==> src/rtl/i2c_cs_pkg.sv <==
package i2c_cs_pkg;
  localparam int REG_W     = 8;
  localparam int MODE_LSB  = 6;
  localparam int BUSY_BIT  = 5;
  localparam int OEN_BIT   = 4;
  localparam int ARB_BIT   = 3;
  localparam int MATCH_BIT = 2;
  localparam int ZERO_BIT  = 1;
  localparam int RXB_BIT   = 0;

  localparam int NFLAG     = 5;
  localparam int FL_BUSY   = 0;
  localparam int FL_ARB    = 1;
  localparam int FL_MATCH  = 2;
  localparam int FL_ZERO   = 3;
  localparam int FL_RXB    = 4;

  typedef enum logic [1:0] {
    MODE_SLV_RX = 2'b00,
    MODE_SLV_TX = 2'b01,
    MODE_MST_RX = 2'b10,
    MODE_MST_TX = 2'b11
  } xfer_mode_e;
endpackage

==> src/rtl/i2c_cs_flag.sv <==
module i2c_cs_flag (
  input  logic clk,
  input  logic rst_n,
  input  logic set_i,
  input  logic clr_i,
  output logic q_o
);
  logic q_d;
  logic q_en;

  // set dominates a simultaneous clear
  always_comb begin
    q_en = set_i | clr_i;
    q_d  = set_i;
  end

  always_ff @(posedge clk or negedge rst_n) begin
    if (!rst_n)     q_o <= 1'b0;
    else if (q_en)  q_o <= q_d;
  end
endmodule

==> src/rtl/i2c_cs_cfg.sv <==
module i2c_cs_cfg
  import i2c_cs_pkg::*;
(
  input  logic             clk,
  input  logic             rst_n,
  input  logic             wr_en,
  input  logic [REG_W-1:0] wr_data,
  output xfer_mode_e       mode_o,
  output logic             oen_o
);
  xfer_mode_e mode_d;
  logic       oen_d;

  always_comb begin
    mode_d = xfer_mode_e'(wr_data[MODE_LSB +: 2]);
    oen_d  = wr_data[OEN_BIT];
  end

  always_ff @(posedge clk or negedge rst_n) begin
    if (!rst_n) begin
      mode_o <= MODE_SLV_RX;
      oen_o  <= 1'b0;
    end else if (wr_en) begin
      mode_o <= mode_d;
      oen_o  <= oen_d;
    end
  end
endmodule

==> src/rtl/i2c_cs_cmd.sv <==
module i2c_cs_cmd
  import i2c_cs_pkg::*;
(
  input  logic             clk,
  input  logic             rst_n,
  input  logic             wr_en,
  input  logic [REG_W-1:0] wr_data,
  output logic             start_o,
  output logic             stop_o
);
  logic start_d;
  logic stop_d;

  always_comb begin
    start_d = wr_en &  wr_data[BUSY_BIT];
    stop_d  = wr_en & ~wr_data[BUSY_BIT];
  end

  always_ff @(posedge clk or negedge rst_n) begin
    if (!rst_n) begin
      start_o <= 1'b0;
      stop_o  <= 1'b0;
    end else begin
      start_o <= start_d;
      stop_o  <= stop_d;
    end
  end
endmodule

==> src/rtl/i2c_ctlstat.sv <==
module i2c_ctlstat
  import i2c_cs_pkg::*;
(
  input  logic             clk,
  input  logic             rst_n,
  input  logic             wr_en,
  input  logic [REG_W-1:0] wr_data,
  input  logic             rd_en,
  output logic [REG_W-1:0] rd_data,
  input  logic             ev_start_det,
  input  logic             ev_stop_det,
  input  logic             ev_arb_lost,
  input  logic             ev_addr_match,
  input  logic             ev_addr_zero,
  input  logic             ev_rx_bit_vld,
  input  logic             ev_rx_bit,
  output logic [1:0]       mode,
  output logic             tx_out_en,
  output logic             cmd_start,
  output logic             cmd_stop,
  output logic             cmd_load_tx
);
  xfer_mode_e       mode_q;
  logic [NFLAG-1:0] fl_set;
  logic [NFLAG-1:0] fl_clr;
  logic [NFLAG-1:0] fl_q;
  logic             start_q;

  i2c_cs_cfg u_cfg (
    .clk(clk), .rst_n(rst_n), .wr_en(wr_en), .wr_data(wr_data),
    .mode_o(mode_q), .oen_o(tx_out_en)
  );

  i2c_cs_cmd u_cmd (
    .clk(clk), .rst_n(rst_n), .wr_en(wr_en), .wr_data(wr_data),
    .start_o(start_q), .stop_o(cmd_stop)
  );

  // per-flag set and clear rules
  always_comb begin
    fl_set           = '0;
    fl_clr           = '0;
    fl_set[FL_BUSY]  = ev_start_det;
    fl_clr[FL_BUSY]  = ev_stop_det;
    fl_set[FL_ARB]   = ev_arb_lost;
    fl_clr[FL_ARB]   = ev_start_det;
    fl_set[FL_MATCH] = ev_addr_match;
    fl_clr[FL_MATCH] = rd_en;
    fl_set[FL_ZERO]  = ev_addr_zero;
    fl_clr[FL_ZERO]  = ev_start_det | ev_stop_det;
    fl_set[FL_RXB]   = ev_rx_bit_vld &  ev_rx_bit;
    fl_clr[FL_RXB]   = ev_rx_bit_vld & ~ev_rx_bit;
  end

  for (genvar g = 0; g < NFLAG; g++) begin : g_flag
    i2c_cs_flag u_flag (
      .clk(clk), .rst_n(rst_n),
      .set_i(fl_set[g]), .clr_i(fl_clr[g]), .q_o(fl_q[g])
    );
  end

  always_comb begin
    rd_data                  = '0;
    rd_data[MODE_LSB +: 2]   = mode_q;
    rd_data[BUSY_BIT]        = fl_q[FL_BUSY];
    rd_data[OEN_BIT]         = tx_out_en;
    rd_data[ARB_BIT]         = fl_q[FL_ARB];
    rd_data[MATCH_BIT]       = fl_q[FL_MATCH];
    rd_data[ZERO_BIT]        = fl_q[FL_ZERO];
    rd_data[RXB_BIT]         = fl_q[FL_RXB];
    mode                     = mode_q;
    cmd_start                = start_q;
    cmd_load_tx              = start_q;
  end
endmodule

==> config.mk <==
export PLATFORM = sky130hd
export DESIGN_NAME = i2c_ctlstat
export DESIGN_NICKNAME = d
export VERILOG_FILES = /design/src/rtl/i2c_cs_pkg.sv /design/src/rtl/i2c_cs_flag.sv /design/src/rtl/i2c_cs_cfg.sv /design/src/rtl/i2c_cs_cmd.sv /design/src/rtl/i2c_ctlstat.sv
export SDC_FILE = /design/constraint.sdc
export NUM_CORES = 1
export LEC_CHECK = 0
export BUFFER_PORTS_ARGS = -buffer_cell sky130_fd_sc_hd__buf_4
export CAP_MARGIN = 20
export CORE_AREA = 2 2 39 41
export DETAILED_ROUTE_END_ITERATION = 8
export DIE_AREA = 0 0 41 43
export GPL_TIMING_DRIVEN = 0
export PLACE_DENSITY = 0.66
export SLEW_MARGIN = 25
export SYNTH_ARGS = -nofsm -noshare
export SYNTH_HDL_FRONTEND = slang
export SYNTH_SLANG_ARGS = --single-unit
==> constraint.sdc <==
create_clock -name clk -period 0.8 [get_ports clk]
set_input_delay 0.12 -clock clk [delete_from_list [all_inputs] [get_ports clk]]
set_output_delay 0.12 -clock clk [all_outputs]
set_load 0.01 [all_outputs]
==> out/qor.yml <==
job:
  cap_viol_max_count: 0
synthesis:
  synth-seq-cells: 10
  ys_warn_count: 0
  yosysSeqAreaShare: 0.5988
  synthesis.nets: 52
  netlist_area_sq_um: 417.9
  synth_cell_types: 9
  synth_simple_gate_area_frac: 0.03892
  synthXorXnorAreaFrac: 0
  syn_inst: 33
  synth_top_family_by_area: "buffers and inverters"
  synth_compound_area_frac: 0.06587
  synth_mux_area_frac: 0.1078
  synth.avg_cell_area_sq_um: 12.66
  yosys.area_share.adder: 0
place:
  gp_congestion: 0.5257
  place_area_sq_um: 659.4
  portBuffers: 28
  post-place-cells: 77
sta:
  post-route-period-util: 1.266
  worst_pin_slew_ns: 0.1296
  max_slew_margin: 0.9136
  min_period_ns: 1.013
  slew_viol_final: 0
  rsz0062_at_grt: "true"
  tns_ns: -1.970
  fin_worst_skew_ns: 0
  timing.hold.ws_ns: 0.01099
  worst_slack_ns: -0.2132
  fmax_mhz: 987.0
  final_hold_viol_count: 0
  setup_viol_count_final: 15
critical_path:
  worstReg2RegStart: "u_cfg.oen_o"
  worstPathRequired_ns: 0.68
  cp-start-kind: "flip-flop"
  worstPathCellList: "buf_6 -> buf_6"
  rrSetupSlack_ns: -0.11
  r2r-end: "u_cfg.oen_o"
  slowest_delay_ns: 0.41
  crit_fanout: 3
  reg2reg_depth: 2
  slowest_stage: "dfrtp_1"
  crit_top_cell: "buf_6"
  cp-end-kind: "primary output"
  crit_type: "flip-flop to primary output"
  cp_data_arrival_time_ns: 0.89
global_routing:
  grt_use_total: 0.1078
  gr-total-overflow: 0
  grt_pass1_vias: 326
  grt_max_degree: 11
  antenna_found_initial: 0
  grt_first_pass_wirelength_mm: 1.221
finish:
  syn2layout_area_growth_pct: 78.74
  nets: 84
  diodes: 0
  finalNonFillerCells: 80
  drive_gt1_frac: 0.6719
  stdcell_area_sq_um: 747.0
  nFillCells: 144
worst_hold_path:
  hold_depth: 2
  hold_start: "wr_data[5]"
  holdPathEnd: "u_cmd.stop_o"
  hold_path.class: "input port to flip-flop"
die:
  initial_core_util: 0.3020
  die_w_microns: 41
  core-area_sq_um: 1384
  top_level_ports: 33
  rows: 14
  fp.dieH_microns: 43
  dieArea_sq_um: 1763
power_and_ir_drop:
  finalPower_mw: 1.334
  combPwrFrac: 0.240
  pwr-share-clk: 0.327
  swShare: 0.2174
  ir_drop_uv: 913.6
  p_leak_nw: 0.4027
  p_switching_mw: 0.2900
  seqPwrFrac: 0.432
  internal_power_mw: 1.044
  pwr_density_cell_nw_per_um2: 1786
drt:
  viasPerCell: 4.088
  drtIter0Drc: 0
  ant_nets: 0
  dr.pass1.iters: 1
  via_count: 327
  drc_errors: 0
  routed_wl_microns: 809
  avgRoutedWirePerCell_microns: 10.11
run_status:
  status: "complete, but fails checks"
  violations: "negative setup slack"
cts:
  clkLatencyLatePin_ns: 0.25
  cts_sinks: 10
  clockBufferDepth: 2
  cts_buffers: 3
  cts_tree: "built"
  htreeDepth: 1
  ctsRootBufferMaster: "clkbuf_4"
  clk_pin_slew_ns: 0.06
==> how the worst max path moves through the flow <==
stage                                from               to  slack (ns)  cells past startpoint
after floorplan           u_cfg.mode_o[0]  u_cfg.mode_o[0]       0.008                      1
after global placement        u_cfg.oen_o      u_cfg.oen_o        0.03                      1
after detailed placement      u_cfg.oen_o      u_cfg.oen_o        0.03                      1
after CTS                 u_cfg.mode_o[1]       rd_data[7]       -0.23                      2
after global routing      u_cfg.mode_o[1]       rd_data[7]       -0.25                      2
final                     u_cfg.mode_o[1]       rd_data[7]       -0.21                      2
==> cells by family after synthesis <==
kind of cell	Yosys count
buffers and inverters	12
flip-flops	10
AO/OA/AOI/OAI	4
multiplexers	4
AND/OR/NAND/NOR	3
==> layout by cell type, fill, tap and decap left out, drive strengths merged <==
| master | count |
|---|---|
| and2 | 1 |
| dlygate4sd3 | 1 |
| clkbuf | 4 |
| mux2 | 4 |
| nor2b | 1 |
| dfrtp | 10 |
| nor2 | 1 |
| buf | 35 |
| a21o | 3 |
| inv | 3 |
| o21ai | 1 |
==> power groups by stage <==
stage	clock network [mW]	registers (mW)	logic (mW)
after global routing	0.469	0.583	0.347
after CTS	0.459	0.576	0.318
after global placement	0	0.577	0.281
final	0.437	0.576	0.321
after floorplan	0	0.584	0.117
after detailed placement	0	0.579	0.286
==> critical path, delay by kind of cell (launching register included) <==
kind,cells,cell delay (ns)
buf+inv,2,0.23
flops,1,0.41
==> stage by stage <==
stage / util / setup slack (ns)
2_1_floorplan: - / 0.008110
3_3_place_gp: 0.4765 / 0.03047
3_5_place_dp: 0.4765 / 0.02635
4_1_cts: 0.5371 / -0.2283
5_1_grt: 0.5398 / -0.2503
6_report: 0.5398 / -0.2132
==> timing repair <==
action	4_1_cts	5_1_grt
resized for setup	14	2
hold buffers	1	0
setup buffers	3	0
setup endpoints to repair	14	19
gates cloned	0	0
endpoints found under the hold margin	10	0
==> area by class of cell <==
class / count / area [sq um] / share of cell area
Clock buffer: 4 / 36.28 / 0.04858
Multi-Input combinational cell: 11 / 103.9 / 0.1390
Inverter: 3 / 11.26 / 0.01508
Sequential cell: 10 / 250.2 / 0.3350
Buffer: 4 / 45.04 / 0.06030
Tap cell: 16 / 20.02 / 0.02680
Timing Repair Buffer: 32 / 280.3 / 0.3752
==> sequential cells by signal, summed over array words and instances, names as in the netlist <==
name,cells
g_flag.u_flag.q_o,5
u_cmd.start_o,1
u_cmd.stop_o,1
u_cfg.mode_o,2
u_cfg.oen_o,1
==> cell usage after synthesis (all sizes together) <==
master  instances  area (sq um)
nor2b           1         6.260
buf             9         67.56
inv             3         11.26
a21o            3         22.52
mux2            4         45.04
nor2            1         3.750
and2            1         6.260
dfrtp          10         250.2
o21ai           1         5.000
==> routing by layer <==
metal  up-vias  part of all wire  GRT usage
met1       148              0.36     0.1141
met3         0              0.12    0.03141
met4         0                 0    0.08000
met5         -                 0          0
met2        20              0.52     0.1688
li1        159                 -          -
Power figures use the tool's default switching activity.
